`src/rtl/ata_dma_seq_pkg.sv`:
```
package ata_dma_seq_pkg;

   typedef enum logic [3:0] {
      S_IDLE,
      S_ARM,
      S_PARAM,
      S_CMD,
      S_XFER,
      S_DISARM,
      S_STAT,
      S_ERR,
      S_DONE
   } seq_state_t;

   // number of parameter bytes written before the opcode
   localparam int N_PARAM      = 6;
   localparam int TF_CMD_ADDR  = 7;
   localparam int TF_STAT_ADDR = 7;
   localparam int TF_ERR_ADDR  = 1;

   // register address for each parameter slot, in issue order
   function automatic int slot_addr(input int slot);
      case (slot)
         0:       return 1;  // features
         1:       return 2;  // sector count
         2:       return 3;  // sector number
         3:       return 4;  // cylinder low
         4:       return 5;  // cylinder high
         5:       return 6;  // device/head
         default: return 0;
      endcase
   endfunction

endpackage

```
`src/rtl/ata_seq_wordcnt.sv`:
```
module ata_seq_wordcnt #(
   parameter int CNT_W    = 8,
   parameter int SECT_LG2 = 8
) (
   input  logic             clk,
   input  logic             rst_n,
   input  logic             load,
   input  logic [CNT_W-1:0] sectors,
   input  logic             dec,
   output logic             empty,
   output logic             drained_next
);
   localparam int WC_W = CNT_W + SECT_LG2 + 1;

   logic [WC_W-1:0] remain_q;
   logic [WC_W-1:0] load_val;

   always_comb begin
      if (sectors == '0) load_val = {1'b1, {(WC_W-1){1'b0}}};
      else               load_val = {1'b0, sectors, {SECT_LG2{1'b0}}};
   end

   assign empty        = (remain_q == '0);
   // true when nothing remains after this cycle's word
   assign drained_next = empty || (dec && (remain_q == WC_W'(1)));

   always_ff @(posedge clk or negedge rst_n) begin
      if (!rst_n)                remain_q <= '0;
      else if (load)             remain_q <= load_val;
      else if (dec && !empty)    remain_q <= remain_q - WC_W'(1);
   end
endmodule

```
`src/rtl/ata_seq_fsm.sv`:
```
module ata_seq_fsm
   import ata_dma_seq_pkg::*;
#(
   parameter int IDX_W = 3
) (
   input  logic             clk,
   input  logic             rst_n,
   input  logic             start,
   input  logic             intr,
   input  logic             drained_next,
   input  logic             stat_err,
   output seq_state_t       state,
   output logic [IDX_W-1:0] pidx,
   output logic             early_int
);
   seq_state_t       state_d;
   logic [IDX_W-1:0] pidx_d;

   assign early_int = (state == S_XFER) && intr && !drained_next;

   always_comb begin
      state_d = state;
      pidx_d  = pidx;
      case (state)
         S_IDLE:   if (start) state_d = S_ARM;
         S_ARM: begin
            state_d = S_PARAM;
            pidx_d  = '0;
         end
         S_PARAM: begin
            if (pidx == IDX_W'(N_PARAM - 1)) state_d = S_CMD;
            else                             pidx_d  = pidx + IDX_W'(1);
         end
         S_CMD:    state_d = S_XFER;
         S_XFER:   if (intr) state_d = S_DISARM;
         S_DISARM: state_d = S_STAT;
         S_STAT:   state_d = stat_err ? S_ERR : S_DONE;
         S_ERR:    state_d = S_DONE;
         S_DONE:   state_d = S_IDLE;
         default:  state_d = S_IDLE;
      endcase
   end

   always_ff @(posedge clk or negedge rst_n) begin
      if (!rst_n) begin
         state <= S_IDLE;
         pidx  <= '0;
      end else begin
         state <= state_d;
         pidx  <= pidx_d;
      end
   end
endmodule

```
`src/rtl/ata_seq_tfbus.sv`:
```
module ata_seq_tfbus
   import ata_dma_seq_pkg::*;
#(
   parameter int ADDR_W = 3,
   parameter int CNT_W  = 8,
   parameter int IDX_W  = 3
) (
   input  seq_state_t       state,
   input  logic [IDX_W-1:0] pidx,
   input  logic [7:0]       opcode,
   input  logic [7:0]       features,
   input  logic [CNT_W-1:0] sectors,
   input  logic [7:0]       sector_no,
   input  logic [15:0]      cyl,
   input  logic [7:0]       devhd,
   output logic             tf_wr,
   output logic             tf_rd,
   output logic [ADDR_W-1:0] tf_addr,
   output logic [7:0]       tf_wdata
);
   localparam int SLOTS = 1 << IDX_W;

   logic [7:0]        cnt_byte;
   logic [7:0]        val_lut  [0:N_PARAM-1];
   logic [7:0]        slot_val [0:SLOTS-1];
   logic [ADDR_W-1:0] slot_adr [0:SLOTS-1];

   always_comb begin
      cnt_byte              = '0;
      cnt_byte[CNT_W-1:0]   = sectors;
   end

   assign val_lut = '{features, cnt_byte, sector_no, cyl[7:0], cyl[15:8], devhd};

   for (genvar g = 0; g < SLOTS; g++) begin : g_slot
      if (g < N_PARAM) begin : g_used
         assign slot_val[g] = val_lut[g];
         assign slot_adr[g] = ADDR_W'(slot_addr(g));
      end else begin : g_pad
         assign slot_val[g] = '0;
         assign slot_adr[g] = '0;
      end
   end

   always_comb begin
      tf_wr    = 1'b0;
      tf_rd    = 1'b0;
      tf_addr  = '0;
      tf_wdata = '0;
      case (state)
         S_PARAM: begin
            tf_wr    = 1'b1;
            tf_addr  = slot_adr[pidx];
            tf_wdata = slot_val[pidx];
         end
         S_CMD: begin
            tf_wr    = 1'b1;
            tf_addr  = ADDR_W'(TF_CMD_ADDR);
            tf_wdata = opcode;
         end
         S_STAT: begin
            tf_rd    = 1'b1;
            tf_addr  = ADDR_W'(TF_STAT_ADDR);
         end
         S_ERR: begin
            tf_rd    = 1'b1;
            tf_addr  = ADDR_W'(TF_ERR_ADDR);
         end
         default: ;
      endcase
   end
endmodule

```
`src/rtl/ata_dma_seq.sv`:
```
module ata_dma_seq
   import ata_dma_seq_pkg::*;
#(
   parameter int DATA_W   = 16,
   parameter int CNT_W    = 8,
   parameter int SECT_LG2 = 8,
   parameter int ADDR_W   = 3,
   parameter int ERR_BIT  = 0,
   parameter bit INT_SYNC = 1'b0
) (
   input  logic              clk,
   input  logic              rst_n,
   input  logic              req_valid,
   input  logic              req_write,
   input  logic [7:0]        req_opcode,
   input  logic [7:0]        req_features,
   input  logic [CNT_W-1:0]  req_count,
   input  logic [7:0]        req_sector,
   input  logic [15:0]       req_cyl,
   input  logic [7:0]        req_devhd,
   output logic              busy,
   output logic              chan_arm,
   output logic              chan_write,
   output logic              chan_disarm,
   output logic              tf_wr,
   output logic              tf_rd,
   output logic [ADDR_W-1:0] tf_addr,
   output logic [7:0]        tf_wdata,
   input  logic [7:0]        tf_rdata,
   input  logic              dev_dmarq,
   output logic              dma_ack,
   input  logic [DATA_W-1:0] dev_data_i,
   output logic [DATA_W-1:0] dev_data_o,
   input  logic [DATA_W-1:0] host_data_i,
   output logic [DATA_W-1:0] host_data_o,
   output logic              host_pop,
   output logic              host_push,
   input  logic              dev_intrq,
   output logic              done,
   output logic [7:0]        stat_o,
   output logic [7:0]        err_o,
   output logic              proto_err
);
   localparam int IDX_W = $clog2(N_PARAM);

   if (CNT_W < 1 || CNT_W > 8) begin : g_chk_cnt
      $error("ata_dma_seq: CNT_W must be 1..8");
   end
   if (ADDR_W < 3) begin : g_chk_addr
      $error("ata_dma_seq: ADDR_W must be at least 3");
   end
   if (ERR_BIT < 0 || ERR_BIT > 7) begin : g_chk_err
      $error("ata_dma_seq: ERR_BIT must be 0..7");
   end
   if (SECT_LG2 < 1 || DATA_W < 1) begin : g_chk_geom
      $error("ata_dma_seq: SECT_LG2 and DATA_W must be positive");
   end

   seq_state_t       state;
   logic [IDX_W-1:0] pidx;
   logic             start, intr, empty, drained_next, early_int;

   logic [7:0]       opc_q, feat_q, sect_q, devhd_q;
   logic [CNT_W-1:0] cnt_q;
   logic [15:0]      cyl_q;
   logic             wr_q;
   logic [7:0]       stat_q, err_q;
   logic             perr_q;

   assign start = req_valid && (state == S_IDLE);

   // interrupt input: direct or through a two-stage synchronizer
   if (INT_SYNC) begin : g_int_sync
      logic [1:0] sync_q;
      always_ff @(posedge clk or negedge rst_n) begin
         if (!rst_n) sync_q <= '0;
         else        sync_q <= {sync_q[0], dev_intrq};
      end
      assign intr = sync_q[1];
   end else begin : g_int_direct
      assign intr = dev_intrq;
   end

   always_ff @(posedge clk or negedge rst_n) begin
      if (!rst_n) begin
         opc_q   <= '0;
         feat_q  <= '0;
         sect_q  <= '0;
         devhd_q <= '0;
         cnt_q   <= '0;
         cyl_q   <= '0;
         wr_q    <= 1'b0;
      end else if (start) begin
         opc_q   <= req_opcode;
         feat_q  <= req_features;
         sect_q  <= req_sector;
         devhd_q <= req_devhd;
         cnt_q   <= req_count;
         cyl_q   <= req_cyl;
         wr_q    <= req_write;
      end
   end

   ata_seq_fsm #(.IDX_W(IDX_W)) u_fsm (
      .clk          (clk),
      .rst_n        (rst_n),
      .start        (start),
      .intr         (intr),
      .drained_next (drained_next),
      .stat_err     (tf_rdata[ERR_BIT]),
      .state        (state),
      .pidx         (pidx),
      .early_int    (early_int)
   );

   ata_seq_wordcnt #(.CNT_W(CNT_W), .SECT_LG2(SECT_LG2)) u_cnt (
      .clk          (clk),
      .rst_n        (rst_n),
      .load         (start),
      .sectors      (req_count),
      .dec          (dma_ack),
      .empty        (empty),
      .drained_next (drained_next)
   );

   ata_seq_tfbus #(.ADDR_W(ADDR_W), .CNT_W(CNT_W), .IDX_W(IDX_W)) u_tf (
      .state     (state),
      .pidx      (pidx),
      .opcode    (opc_q),
      .features  (feat_q),
      .sectors   (cnt_q),
      .sector_no (sect_q),
      .cyl       (cyl_q),
      .devhd     (devhd_q),
      .tf_wr     (tf_wr),
      .tf_rd     (tf_rd),
      .tf_addr   (tf_addr),
      .tf_wdata  (tf_wdata)
   );

   always_ff @(posedge clk or negedge rst_n) begin
      if (!rst_n) begin
         stat_q <= '0;
         err_q  <= '0;
         perr_q <= 1'b0;
      end else begin
         if (start) begin
            stat_q <= '0;
            err_q  <= '0;
            perr_q <= 1'b0;
         end
         if (early_int)         perr_q <= 1'b1;
         if (state == S_STAT)   stat_q <= tf_rdata;
         if (state == S_ERR)    err_q  <= tf_rdata;
      end
   end

   assign busy        = (state != S_IDLE);
   assign chan_arm    = (state == S_ARM);
   assign chan_write  = wr_q;
   assign chan_disarm = (state == S_DISARM);
   assign dma_ack     = (state == S_XFER) && dev_dmarq && !empty;
   assign host_pop    = dma_ack && wr_q;
   assign host_push   = dma_ack && !wr_q;
   assign dev_data_o  = host_data_i;
   assign host_data_o = dev_data_i;
   assign done        = (state == S_DONE);
   assign stat_o      = stat_q;
   assign err_o       = err_q;
   assign proto_err   = perr_q;
endmodule

```
`config.mk`:
```
export PLATFORM = sky130hd
export DESIGN_NAME = ata_dma_seq
export DESIGN_NICKNAME = d
export VERILOG_FILES = /design/src/rtl/ata_dma_seq_pkg.sv /design/src/rtl/ata_seq_wordcnt.sv /design/src/rtl/ata_seq_fsm.sv /design/src/rtl/ata_seq_tfbus.sv /design/src/rtl/ata_dma_seq.sv
export SDC_FILE = /design/constraint.sdc
export NUM_CORES = 1
export LEC_CHECK = 0
export BUFFER_PORTS_ARGS = -buffer_cell sky130_fd_sc_hd__buf_4
export CELL_PAD_IN_SITES_DETAIL_PLACEMENT = 1
export CELL_PAD_IN_SITES_GLOBAL_PLACEMENT = 2
export CORE_MARGIN = 2
export CORE_UTILIZATION = 29
export DETAILED_ROUTE_END_ITERATION = 7
export PLACE_DENSITY = 0.82
export SLEW_MARGIN = 20
export SYNTH_ARGS = -nofsm -noshare
export SYNTH_HDL_FRONTEND = slang
export SYNTH_HIERARCHICAL = 1
export SYNTH_SLANG_ARGS = --single-unit
```
`constraint.sdc`:
```
create_clock -name clk -period 3.05 [get_ports clk]
set_input_delay 0 -clock clk [delete_from_list [all_inputs] [get_ports clk]]
set_output_delay 0 -clock clk [all_outputs]
set_load 0.02 [all_outputs]
```
=== Yosys cells after proc, flatten, opt, wreduce, memory -nomap -nowiden ===
Memories as Yosys holds them, arrays and structs flattened.
Index checks and enable logic that the tools add are counted.

* Register bits after elaboration: 98
* Memory bits (read-only): 24
* Input port bits: 102
* Output and inout bits: 70
* Logic and storage cells: 83
* Memories kept: 1

{| class="wikitable"
|+ Memory list
! name !! words !! width !! rd ports !! clocked after memory_dff !! wr ports !! RTL line !! source
|-
| (no name shown) || 8 || 3 || 1 || 0 || 0 || ata_seq_tfbus.sv:53 || <nowiki>tf_addr = slot_adr[pidx];</nowiki>
|}

* Add/subtract/negate cells: 2
* Order comparisons: 1
* Equal/unequal tests: 14
* Multiplexer cells: 24
* Bitwise logic cells: 1
* Reduce and logical (&&, ||, !) cells: 27

{| class="wikitable"
|+ Operators with widths
! cell !! number
|-
| two-way mux 17 bit || 3
|-
| two-way mux 8 bit || 5
|-
| one-hot mux 4 bit (8 select lines) || 1
|-
| binary-select mux 8 bit (select 3 bit) || 1
|-
| == test 17 x 1 -> 1 bit, second input constant || 1
|-
| zero test 17 bit || 1
|-
| subtractor 17 x 1 -> 17 bit, second input constant || 1
|-
| == test 4 x 3 -> 1 bit, second input constant || 4
|-
| two-way mux 4 bit || 4
|-
| one-hot mux 8 bit (2 select lines) || 1
|-
| nonzero test 2 bit || 5
|-
| logical AND 1 bit || 9
|-
| two-way mux 3 bit || 3
|-
| one-hot mux 3 bit (3 select lines) || 1
|-
| == test 4 x 2 -> 1 bit, second input constant || 2
|-
| zero test 8 bit || 1
|-
| != test 2 bit, second input constant || 3
|-
| one-hot mux 3 bit (2 select lines) || 1
|-
| OR reduction 2 bit || 3
|-
| == test 4 x 1 -> 1 bit, second input constant || 1
|-
| == test 4 bit, second input constant || 1
|-
| >= comparator 4 bit, second input constant || 1
|-
| zero test 4 bit || 1
|-
| two-way mux 1 bit || 4
|-
| 9 further kinds || 11
|}

=== Logic depth before layout (Yosys ltp) ===
Gate-level depths: netlist of the first run.

* Depth after elaboration: 8
* Gate-level depth with buffers: 9
* Depth with buffers taken out: 9

=== Modules after synthesis ===
The synthesis of the first run kept the hierarchy.

{| class="wikitable"
|+ Modules (own cells, without submodules)
! module !! instances !! cells an instance !! area each (um^2) !! seq. area each (um^2)
|-
| ata_dma_seq || 1 || 242 || 3301.9 || 1851.8
|-
| ata_seq_wordcnt || 1 || 117 || 1091.0 || 425.4
|-
| ata_seq_tfbus || 1 || 58 || 595.6 || 0.0
|-
| ata_seq_fsm || 1 || 37 || 379.1 || 175.2
|}

=== Least setup slack after synthesis of the first run ===
OpenSTA, ideal clock, no wires.

* Path kind: register -> register
* Start point: register u_cnt.remain_q[0]
* End point: register u_cnt.remain_q[10]
* Setup time: 0.124 ns
* Arrival time: 3.409 ns
* Data required time: 2.926 ns
* Setup slack: -0.483 ns
* Stages on the path, launching flop included: 10
* Buffers on the path: 0
* Clock period less this slack: 3.533 ns
* Path through: dfrtp_1 -> inv_1 -> ha_1 -> nor3b_1 -> and4_1 -> nor4b_1 -> and4bb_2 -> o311ai_2 -> o31a_1 -> o31a_1

* Cells in the longest elaborated chain, start to end: 5
* Elaborated cells on any way between the ends: 8
* Classes of those cells: add/sub (1); mux (2); reduce/logical (5)

{| class="wikitable"
|+ Ends and longest elaborated chain
! element !! RTL line !! source
|-
| start, declared || ata_seq_wordcnt.sv:15 || <nowiki>logic [WC_W-1:0] remain_q;</nowiki>
|-
| start signal, assigned || ata_seq_wordcnt.sv:29 || <nowiki>else if (load) remain_q <= load_val;</nowiki>
|-
| start signal, assigned || ata_seq_wordcnt.sv:30 || <nowiki>else if (dec && !empty) remain_q <= remain_q - WC_W'(1);</nowiki>
|-
| zero test 17 bit || ata_seq_wordcnt.sv:23 || <nowiki>assign empty = (remain_q == '0);</nowiki>
|-
| named net empty || ata_dma_seq.sv:61 || <nowiki>logic start, intr, empty, drained_next, early_int;</nowiki>
|-
| zero test 1 bit || ata_dma_seq.sv:162 || <nowiki>assign dma_ack = (state == S_XFER) && dev_dmarq && !empty;</nowiki>
|-
| logical AND 1 bit || ata_dma_seq.sv:162 ||
|-
| named net dma_ack || ata_dma_seq.sv:31 || <nowiki>output logic dma_ack,</nowiki>
|-
| logical AND 1 bit || ata_seq_wordcnt.sv:30 ||
|-
| nonzero test 2 bit (no source line) || - ||
|}

The timed path passes the listed nets, and every way through them passes these cells. The select of a mux whose other input is x is not followed.
A chain may end at the register's enable or synchronous reset.

=== Worst setup path after layout of the first run ===
* Start point: register u_cnt.remain_q[0]
* End point: register u_cnt.remain_q[10]

* Cells in the longest elaborated chain, start to end: 5
* Elaborated cells on any way between the ends: 8
* Classes of those cells: add/sub (1); mux (2); reduce/logical (5)

{| class="wikitable"
|+ Ends and longest elaborated chain
! element !! RTL line
|-
| zero test 17 bit * || ata_seq_wordcnt.sv:23
|-
| named net empty || ata_dma_seq.sv:61
|-
| zero test 1 bit * || ata_seq_wordcnt.sv:30, ata_dma_seq.sv:162
|-
| logical AND 1 bit || ata_dma_seq.sv:162
|-
| logical AND 1 bit * || ata_seq_wordcnt.sv:30
|-
| nonzero test 2 bit (no source line) * || -
|}

Mark *: on every way through the listed nets, which the timed path passes. The rest lies on a longest branch. The select of a mux whose other input is x is not followed.

==> results of run 1 <==
==> path summary, 6_finish.rpt <==
check / start / end / slack, ps / depth (start not counted)
min in group asynchronous: rst_n / stat_o[1] / 290 / 2
hold reg to reg: sect_q[5] / sect_q[5] / 510 / 1
max in group asynchronous: rst_n / cyl_q[11] / 1940 / 3
setup reg to reg: u_cnt/remain_q[0] / u_cnt/remain_q[10] / 410 / 9
setup / recovery: u_cnt/remain_q[0] / u_cnt/remain_q[10] / 410 / 9
hold / removal: host_data_i[3] / dev_data_o[3] / 0.006 / 0
==> state kept, by name, indices dropped and copies added (netlist names), 4 cells and up <==
register        cells
sect_q              8
cnt_q               8
opc_q               8
feat_q              8
err_o               8
devhd_q             8
u_fsm/state         4
stat_o              8
u_cnt/remain_q     17
cyl_q              16
==> cell usage in the layout, fill, tap and decap left out, types with 3 or more instances in the layout <==
cell,n
buf_4,122
dfrtp_1,98
dlygate4sd3_1,67
nand2_1,42
mux2_4,32
o21ai_0,32
mux2_2,26
inv_1,16
nor2_1,15
mux2i_1,12
nand2b_1,10
a21oi_1,10
clkbuf_16,9
nor4_1,9
a32oi_1,8
ha_1,7
mux4_1,7
or3_1,6
o31a_1,6
nand3_1,4
nor3_1,3
nor4b_1,3
and4_1,3
or4_1,3
a31oi_1,3
xnor2_1,3
==> routing by layer <==
metal	GRT usage, %	vias to the layer above
met5	0	-
met4	5.37	0
met3	3.15	18
met2	28.5	103
met1	19.9	2131
li1	-	1922
==> timing repair <==
item,CTS,global route
gates resized for setup,0,0
endpoints found under the hold margin,142,0
hold buffers,67,0
==> through the flow <==
stage / power [mW] / util, % / worst slack [ps] / std cells / cell area, um2
detailed placement: 5.57 / 34.3 / 401 / 755 / 6200
finish: 6.77 / 39.6 / 409 / 840 / 7170
floorplan: 4.59 / - / 89.7 / 454 / 5370
CTS: 6.82 / 39.6 / 385 / 838 / 7170
global placement: 5.39 / 34.3 / 598 / 755 / 6200
global route: 7.22 / 39.6 / 206 / 839 / 7170
==> worst max-delay path: cells and delay by family, from the launching register on <==
kind,cells,cell delay (ps)
and+or+nand+nor,4,1110
AOI/OAI and AO/OA,3,710
DFF,1,380
adders and majority gates,1,250
buffers and inverters,1,80
==> cell type report <==
class,count,area [um2],area share [%]
inverters,17,63.8,0.890
well taps,229,287,4.00
flip-flops and latches,98,2450,34.2
clock inverters,6,56.3,0.785
multi-input cells,287,2440,34.0
clock buffers,10,239,3.33
diodes,2,5.00,0.0698
repair buffers,191,1630,22.7
==> power by group through the flow <==
stage | clock [mW] | sequential (mW) | combinational (mW)
6_report | 1.14 | 2.44 | 3.19
5_1_grt | 1.23 | 2.54 | 3.46
4_1_cts | 1.18 | 2.44 | 3.20
3_5_place_dp | 0 | 2.46 | 3.11
3_3_place_gp | 0 | 2.39 | 3.00
2_1_floorplan | 0 | 2.39 | 2.20
==> kinds of logic (layout without fill, tap and decap cells) <==
family	count (synthesis)	count (layout)	synth area share, %
simple gates	124	124	13.6
buf+inv	69	224	8.95
compound gates	75	75	9.18
xor+xnor	3	3	0.490
other cells	0	2	0
flops	98	98	45.7
fa+ha+maj	7	7	1.63
mux	78	78	20.5
==> results.ini, run 1 <==
[run_status]
status=finished, violations left
violations=DRC

[critical_path]
critPathKind=reg2reg
cp_max_fo=7
required_ps=3290
critical_path.startpoint_type=flip-flop
arrival_ps=2880
slowest_stage=and4bb_2
max_stage_delay_ps=390
path_cells=inv_1, ha_1, nor3b_1, and4_1, nor4b_2, and4bb_2, o311ai_2, o31a_1, o31a_1
cp_common_cell=o31a_1
crit_path_end_kind=flip-flop

[route]
route.detailed.drc=22
antenna_left=0
drt-pass1-iter-count=8
num_vias=4174
wl_met3_um=522
dr.max_layer_used=met4
finalWirelength_um=15500
via_per_inst=4.97
drt-met1-wl_um=6570
wl_met2_um=8120
wl_per_cell_um=18.4
drt_iter0_drc=230

[floorplan]
dieArea_mm2=0.0196
die_h_um=140
initial_core_util_pct=29.7
fp-row-count=49
dieWidth_um=140
core_area_mm2=0.0181
io_pins=172

[synth]
ys_seq_area_share_pct=45.7
yosysTopAreaCell=dfrtp_1
avgSynthCellArea_um2=11.8
ys_types=64
synthArstFlopShare_pct=100
syn_area_mm2=0.00537
yosys-top-cells-area=dfrtp_1 46%, mux2_4 9.0%, mux2_2 5.5%
synth_edf_count=0
synth-seq-cells=98
syn_inst=454
yosysWarnings=6
synth_nets=563
netlist_top_cells_count=98 x dfrtp_1, 42 x nand2_1, 35 x buf_4
yosysMostFrequentCell=dfrtp_1
yosysTopAreaCellShare_pct=45.7
synthFlopType=dfrtp_1

[grt]
grt_max_degree=66
antenna_found_initial=1
grt_pass1_wl_um=25400
grt_usage_pct=16.2
first_global_vias=4546
grt_overflow_total=0

[place]
port_buffers=107
dp_hpwl_um=10500
gp_congestion=0.806

[clock_tree]
clock_path_buffers=2
cts.sinks=98
h-tree-depth=3
cts_tree=done
path_clk_slew_ps=70
cts_inserted_buffers=9
clock_latency_ps=350
cts_setup_buffers=0
cts-root-buf=clkbuf_16

[sta]
tns_ps=0
slew_viol_final=0
period_minus_slack_ps=2640
setup_viol=0
rsz0062_at_grt=no
min_period_over_period_pct=86.6
whs_ps=0.00562
fmax_ghz=0.379
max_slew_margin_pct=42.1
clock_skew_ps=11.1
worst_slew_pin_slew_ps=868
finalHoldViolations=0

[power]
power_frac_comb_pct=47.1
powerDensity_mw_per_mm2=945
internal-power_mw=4.19
p_switching_mw=2.59
p_clk_share_pct=16.9
p_sw_share_pct=38.2
leakage_nw=3.15
ir_drop_mv=0.322
seqPwrFrac_pct=36.1

[layout]
nFillCells=1968
final_layout_size_suffix_gt1_share_pct=34.8
syn2layout_area_growth_pct=33.6
nets=713

[worst_hold_path]
hold_path.class=in2out

[job]
drv_cap=0

Power figures use the tool's default switching activity.
==> run 2: changes to the inputs <==
--- a/config.mk
+++ b/config.mk
@@ -5,11 +5,12 @@
 export SDC_FILE = /design/constraint.sdc
 export NUM_CORES = 1
 export LEC_CHECK = 0
+export ABC_AREA = 1
 export BUFFER_PORTS_ARGS = -buffer_cell sky130_fd_sc_hd__buf_4
 export CELL_PAD_IN_SITES_DETAIL_PLACEMENT = 1
 export CELL_PAD_IN_SITES_GLOBAL_PLACEMENT = 2
 export CORE_MARGIN = 2
-export CORE_UTILIZATION = 29
+export CORE_UTILIZATION = 25
 export DETAILED_ROUTE_END_ITERATION = 7
 export PLACE_DENSITY = 0.82
 export SLEW_MARGIN = 20
==> results.ini, run 2 <==
[synth]
yosysTopAreaCell=dfrtp_1  ; unchanged
synthFlopType=dfrtp_1  ; unchanged
synth-seq-cells=98  ; unchanged
ys_seq_area_share_pct=43.0  ; was 45.7%
yosysTopAreaCellShare_pct=43.0  ; was 45.7%
syn_inst=795  ; was 454
ys_types=34  ; was 64
synth_edf_count=0  ; unchanged
netlist_top_cells_count=376 x nand2_1, 98 x dfrtp_1, 72 x nand3_1  ; was 98 x dfrtp_1, 42 x nand2_1, 35 x buf_4
yosysWarnings=6  ; unchanged
synthArstFlopShare_pct=100  ; unchanged
syn_area_mm2=0.00571  ; was 0.00537 mm2
avgSynthCellArea_um2=7.18  ; was 11.8 um2
synth_nets=904  ; was 563
yosysMostFrequentCell=nand2_1  ; was dfrtp_1
yosys-top-cells-area=dfrtp_1 43%, nand2_1 25%, nand3_1 6.3%  ; was dfrtp_1 46%, mux2_4 9.0%, mux2_2 5.5%

[clock_tree]
clock_latency_ps=350  ; about the same
clock_path_buffers=2  ; unchanged
cts.sinks=98  ; unchanged
path_clk_slew_ps=70  ; about the same
cts_inserted_buffers=9  ; unchanged
h-tree-depth=3  ; unchanged
cts_setup_buffers=0  ; unchanged
cts-root-buf=clkbuf_16  ; unchanged
cts_tree=done  ; unchanged

[place]
gp_congestion=0.764  ; was 0.806
port_buffers=107  ; unchanged
dp.cells=1132  ; was 755
dp_hpwl_um=11900  ; was 10500 um
dp_slack_ps=685  ; was 401 ps

[critical_path]
reg2reg_depth=14  ; was 9
crit_path_end_kind=flip-flop  ; unchanged
critical_path.startpoint_type=flip-flop  ; unchanged
cp_max_fo=21  ; was 7
arrival_ps=2570  ; was 2880 ps
critPathKind=reg2reg  ; unchanged
required_ps=3280  ; was 3290 ps

[route]
finalWirelength_um=17500  ; was 15500 um
via_per_inst=4.34  ; was 4.97
num_vias=5274  ; was 4174
wl_per_cell_um=14.4  ; was 18.4 um
drt_iter0_drc=145  ; was 230
route.detailed.drc=0  ; was 22
antenna_left=0  ; unchanged
drt-pass1-iter-count=4  ; was 8

[layout]
largestRegisters=u_cnt/remain_q x17, cyl_q x16  ; unchanged
nets=1033  ; was 713
top_register=u_cnt/remain_q  ; unchanged
layout_common_cells=376 x nand2_1, 110 x buf_4, 98 x dfrtp_1  ; was 122 x buf_4, 98 x dfrtp_1, 67 x dlygate4sd3_1
n_antenna_cell=0  ; was 2
nFillCells=2771  ; was 1968
final_cells=1214  ; was 840
syn2layout_area_growth_pct=30.4  ; was 33.6%
final_common_cell=nand2_1  ; was buf_4
largest_reg_flops=17  ; unchanged
final_layout_size_suffix_gt1_share_pct=17.4  ; was 34.8%

[worst_hold_path]
hold_path.class=in2out  ; unchanged
hold_depth=0  ; unchanged

[sta]
setup_viol=0  ; unchanged
clock_skew_ps=11.3  ; was 11.1 ps
layout_setup_ws_ps=713  ; was 409 ps
whs_ps=0.00732  ; was 0.00562 ps
tns_ps=0  ; unchanged
finalHoldViolations=0  ; unchanged
slew_viol_final=0  ; unchanged
fmax_ghz=0.428  ; was 0.379 GHz
worst_slew_pin_slew_ps=822  ; was 868 ps
rsz0062_at_grt=no  ; unchanged
max_slew_margin_pct=45.2  ; was 42.1%
period_minus_slack_ps=2340  ; was 2640 ps
min_period_over_period_pct=76.6  ; was 86.6%

[grt]
antenna_found_initial=0  ; was 1
grt_max_degree=75  ; was 66
grt_overflow_total=0  ; unchanged
grt_usage_pct=15.0  ; was 16.2%
grt_pass1_wl_um=28500  ; was 25400 um
first_global_vias=5498  ; was 4546

[power]
powerDensity_mw_per_mm2=923  ; was 945 mW/mm2
finalPower_mw=6.87  ; was 6.77 mW
leakage_nw=4.03  ; was 3.15 nW
ir_drop_mv=0.326  ; was 0.322 mV

[floorplan]
initial_core_util_pct=25.4  ; was 29.7%
dieArea_mm2=0.0241  ; was 0.0196 mm2
core_area_mm2=0.0225  ; was 0.0181 mm2
fp-row-count=55  ; was 49
dieWidth_um=155  ; was 140 um
die_h_um=155  ; was 140 um
io_pins=172  ; unchanged

[job]
drv_cap=0  ; unchanged

[run_status]
status=completed  ; was finished, violations left

==> run 2: cell types whose count changed after synthesis, moves of 8 or more <==
cell,previous run,this run
mux2_2,26,0
buf_2,2,12
o21ai_0,32,3
mux2i_1,12,0
a32oi_1,8,0
nand2b_1,10,0
nand3_1,4,72
inv_2,0,8
nand2_1,42,376
o211ai_1,0,8
nor2_1,15,38
mux2_4,32,0
a21oi_1,10,1
inv_1,16,65
==> run 2: timing repair <==
| action | CTS | global route |
|---|---|---|
| hold endpoints to repair | 137 | 0 |
| hold buffers | 66 | 0 |
| gates resized for setup | 0 | 0 |
==> run 2: cell families (layout without fill, tap and decap cells) <==
family	after synthesis	after routing	synth area share, %
XOR/XNOR	7	7	1.07
flip-flops	98	98	43.0
buffers and inverters	134	268	12.8
AO/OA/AOI/OAI	20	20	2.37
AND/OR/NAND/NOR	529	529	39.3
adder cells (fa/ha/maj)	7	7	1.53
==> run 2: layout make-up <==
class                           count  area [um2]  area share (%)
Clock inverter                      6        88.8            1.19
Tap cell                          285         357            4.79
Inverter                           75         285            3.83
Clock buffer                       10         229            3.08
Multi-Input combinational cell    563        2530            33.9
Sequential cell                    98        2450            32.9
Timing Repair Buffer              177        1510            20.2
==> run 2: routing by layer <==
metal | share of wire, % | up-vias | global-route usage, % | routed length [um]
met4 | 1.3 | 0 | 3.97 | 233
met3 | 2.9 | 16 | 2.62 | 503
met1 | 47 | 2524 | 19.4 | 8210
met5 | 0 | - | 0 | 0
met2 | 49 | 76 | 25.8 | 8580
li1 | - | 2658 | - | -
==> run 2: where the power goes <==
| group | total [mW] | internal (mW) | switching (mW) | leakage, nW |
|---|---|---|---|---|
| sequential | 2.30 | 1.86 | 0.440 | 1.25 |
| combinational | 3.31 | 1.19 | 2.12 | 2.63 |
| clock | 1.26 | 0.722 | 0.539 | 0.149 |
==> run 2: worst max-delay path: stages, from the launching register on <==
cell      delay [ps]
dfrtp_1          380
inv_1             80
ha_1             230
nand2_2          140
nor2_4            80
nand3_4          100
inv_1             40
nor2_1            90
nand3_1          120
inv_1            190
nand2_4           80
nand2_4          230
clkinv_2         270
nand2_1          120
nand2_1           50
==> run 2: path summary, 6_finish.rpt <==
| check | to | slack [ps] | startpoint |
|---|---|---|---|
| worst min register to register | cyl_q[12] | 470 | cyl_q[12] |
| worst max register to register | u_cnt/remain_q[14] | 710 | u_cnt/remain_q[0] |
| worst min-delay path | host_data_o[12] | 0.007 | dev_data_i[12] |
| max in group asynchronous | sect_q[7] | 2050 | rst_n |
| worst max-delay path | u_cnt/remain_q[14] | 710 | u_cnt/remain_q[0] |
| min in group asynchronous | u_cnt/remain_q[6] | 280 | rst_n |
==> run 2: metrics by stage <==
stage	utilization, %	area, um2
after floorplan	-	5710
after global placement	28.7	6470
after detailed placement	28.7	6470
after CTS	33.1	7450
after global routing	33.1	7450
final	33.1	7450
==> run 3: changes to the inputs <==
--- a/config.mk
+++ b/config.mk
@@ -5,14 +5,14 @@
 export SDC_FILE = /design/constraint.sdc
 export NUM_CORES = 1
 export LEC_CHECK = 0
-export ABC_AREA = 1
+export ABC_AREA = 0
 export BUFFER_PORTS_ARGS = -buffer_cell sky130_fd_sc_hd__buf_4
 export CELL_PAD_IN_SITES_DETAIL_PLACEMENT = 1
 export CELL_PAD_IN_SITES_GLOBAL_PLACEMENT = 2
 export CORE_MARGIN = 2
-export CORE_UTILIZATION = 25
+export CORE_UTILIZATION = 32
 export DETAILED_ROUTE_END_ITERATION = 7
-export PLACE_DENSITY = 0.82
+export PLACE_DENSITY = 0.86
 export SLEW_MARGIN = 20
 export SYNTH_ARGS = -nofsm -noshare
 export SYNTH_HDL_FRONTEND = slang
==> constraint.sdc (replaced) <==
create_clock -name clk -period 2.4 [get_ports clk]
set_input_delay 0 -clock clk [delete_from_list [all_inputs] [get_ports clk]]
set_output_delay 0 -clock clk [all_outputs]
set_load 0.02 [all_outputs]
==> results.ini, run 3 (synthesis results as in run 1) <==
[sta]
finalHoldViolations=0  ; unchanged
worst_slew_pin_slew_ps=670  ; was 822 ps
whs_ps=0.00881  ; was 0.00732 ps
slew_viol_final=0  ; unchanged
min_period_over_period_pct=96.1  ; was 76.6%
fmax_ghz=0.433  ; was 0.428 GHz
max_slew_margin_pct=55.3  ; was 45.2%
setup_viol=0  ; unchanged
period_minus_slack_ps=2310  ; was 2340 ps
clock_skew_ps=7.16  ; was 11.3 ps

[critical_path]
reg2reg_depth=8  ; was 14
cp_max_fo=8  ; was 21
required_ps=2630  ; was 3280 ps
critical_path.startpoint_type=flip-flop  ; unchanged
critPathKind=reg2reg  ; unchanged
r2r-end=u_cnt/remain_q[13]  ; was u_cnt/remain_q[14]
crit_path_end_kind=flip-flop  ; unchanged
arrival_ps=2530  ; was 2570 ps
crit_path_start=u_cnt/remain_q[11]  ; was u_cnt/remain_q[0]
r2r-start=u_cnt/remain_q[11]  ; was u_cnt/remain_q[0]
worst-r2r-setup-slack_ps=90  ; was 710 ps

[power]
power_frac_comb_pct=50.7  ; was 48.2%
p_switching_mw=3.36  ; was 3.10 mW
leakage_nw=3.25  ; was 4.03 nW
p_sw_share_pct=37.9  ; was 45.2%
seqPwrFrac_pct=33.6  ; was 33.4%
powerDensity_mw_per_mm2=1210  ; was 923 mW/mm2
ir_drop_mv=0.443  ; was 0.326 mV
internal-power_mw=5.51  ; was 3.77 mW
p_clk_share_pct=15.7  ; was 18.4%
finalPower_mw=8.87  ; was 6.87 mW

[clock_tree]
path_clk_slew_ps=70  ; about the same
clock_latency_ps=350  ; about the same
h-tree-depth=3  ; unchanged
cts_tree=done  ; unchanged
cts_inserted_buffers=9  ; unchanged
clock_path_buffers=2  ; unchanged
cts-root-buf=clkbuf_16  ; unchanged
cts.sinks=98  ; unchanged

[layout]
final_common_cell=buf_4  ; was nand2_1
syn2layout_area_growth_pct=36.9  ; was 30.4%
top_register=u_cnt/remain_q  ; unchanged
final_layout_size_suffix_gt1_share_pct=37.4  ; was 17.4%
largestRegisters=u_cnt/remain_q x17, cyl_q x16  ; unchanged
largest_reg_flops=17  ; unchanged
layout_common_cells=135 x buf_4, 98 x dfrtp_1, 67 x dlygate4sd3_1  ; was 376 x nand2_1, 110 x buf_4, 98 x dfrtp_1
nFillCells=1777  ; was 2771
nets=729  ; was 1033

[job]
drv_cap=0  ; unchanged

[floorplan]
dieWidth_um=134  ; was 155 um
initial_core_util_pct=32.6  ; was 25.4%
core_area_mm2=0.0165  ; was 0.0225 mm2
fp-row-count=47  ; was 55
die_h_um=134  ; was 155 um
dieArea_mm2=0.0178  ; was 0.0241 mm2
io_pins=172  ; unchanged

[grt]
grt_overflow_total=0  ; unchanged
first_global_vias=4748  ; was 5498
antenna_found_initial=1  ; was 0
grt_max_degree=51  ; was 75
grt_usage_pct=18.6  ; was 15.0%
grt_pass1_wl_um=25900  ; was 28500 um

[worst_hold_path]
min_from=host_data_i[8]  ; was dev_data_i[12]
hold_depth=0  ; unchanged
min_to=dev_data_o[8]  ; was host_data_o[12]
hold_path.class=in2out  ; unchanged

[route]
drt-pass1-iter-count=4  ; unchanged
drt_iter0_drc=200  ; was 145
num_vias=4311  ; was 5274
wl_per_cell_um=19.4  ; was 14.4 um
via_per_inst=5.10  ; was 4.34
antenna_left=0  ; unchanged
route.detailed.drc=0  ; unchanged
finalWirelength_um=16400  ; was 17500 um

[run_status]
status=completed  ; unchanged

[place]
port_buffers=107  ; unchanged
dp_hpwl_um=10800  ; was 11900 um
gp_congestion=0.866  ; was 0.764

[run 3: worst max path at each step]
stage                         endpoint  slack, ps  cells past startpoint
global placement    u_cnt/remain_q[10]         80                      9
CTS                          proto_err         10                      9
detailed placement  u_cnt/remain_q[10]        -30                      9
global route                 proto_err        -30                      9
floorplan           u_cnt/remain_q[10]       -290                      9
finish              u_cnt/remain_q[13]         90                      8
[run 3: cell type report]
cell class              instances  area, um2  area share [%]
repair buffers                207       1780            24.2
clock buffers                  12        256            3.49
flip-flops and latches         98       2450            33.4
inverters                      17       63.8           0.868
multi-input cells             287       2500            34.0
well taps                     220        275            3.74
clock inverters                 4       26.3           0.357
diodes                          1       2.50          0.0340
[run 3: power groups by stage]
stage / clock network [mW] / logic [mW] / registers (mW)
2_1_floorplan: 0 / 2.85 / 3.05
3_3_place_gp: 0 / 4.14 / 2.91
3_5_place_dp: 0 / 4.31 / 3.00
4_1_cts: 1.44 / 4.44 / 2.97
5_1_grt: 1.49 / 4.83 / 3.08
6_report: 1.39 / 4.50 / 2.99
[run 3: repair_timing]
action | 4_1_cts | 5_1_grt
endpoints found under the hold margin | 128 | 0
gates resized for setup | 1 | 5
pin swaps | 0 | 4
hold buffers | 67 | 0
setup endpoints to repair | 1 | 13
setup buffers | 0 | 4
[run 3: worst max-delay path: stages, from the launching register on]
cell and delay (ps):
dfrtp_1 420, or4_4 600, nor2_4 120, and4_4 240
nor4b_4 50, buf_6 140, and3_1 170, and4_1 200
o31a_1 230
[run 3: routing by layer]
| metal | routed length, um | track usage [%] | vias to the layer above |
|---|---|---|---|
| li1 | - | - | 1962 |
| met1 | 6790 | 22.0 | 2206 |
| met2 | 8720 | 33.3 | 109 |
| met3 | 563 | 3.46 | 34 |
| met4 | 361 | 7.27 | 0 |
| met5 | 0 | 0 | - |
[run 3: per-stage QoR]
step / setup TNS [ps] / utilization [%] / instances / setup slack [ps] / instance area, um2
2_1_floorplan: -764 / - / 454 / -287 / 5420
3_3_place_gp: 0 / 38.5 / 758 / 80.5 / 6350
3_5_place_dp: -25.1 / 38.5 / 758 / -25.1 / 6350
4_1_cts: 0 / 44.4 / 841 / 9.90 / 7300
5_1_grt: -27.1 / 44.6 / 846 / -27.1 / 7350
6_report: 0 / 44.6 / 846 / 93.0 / 7350
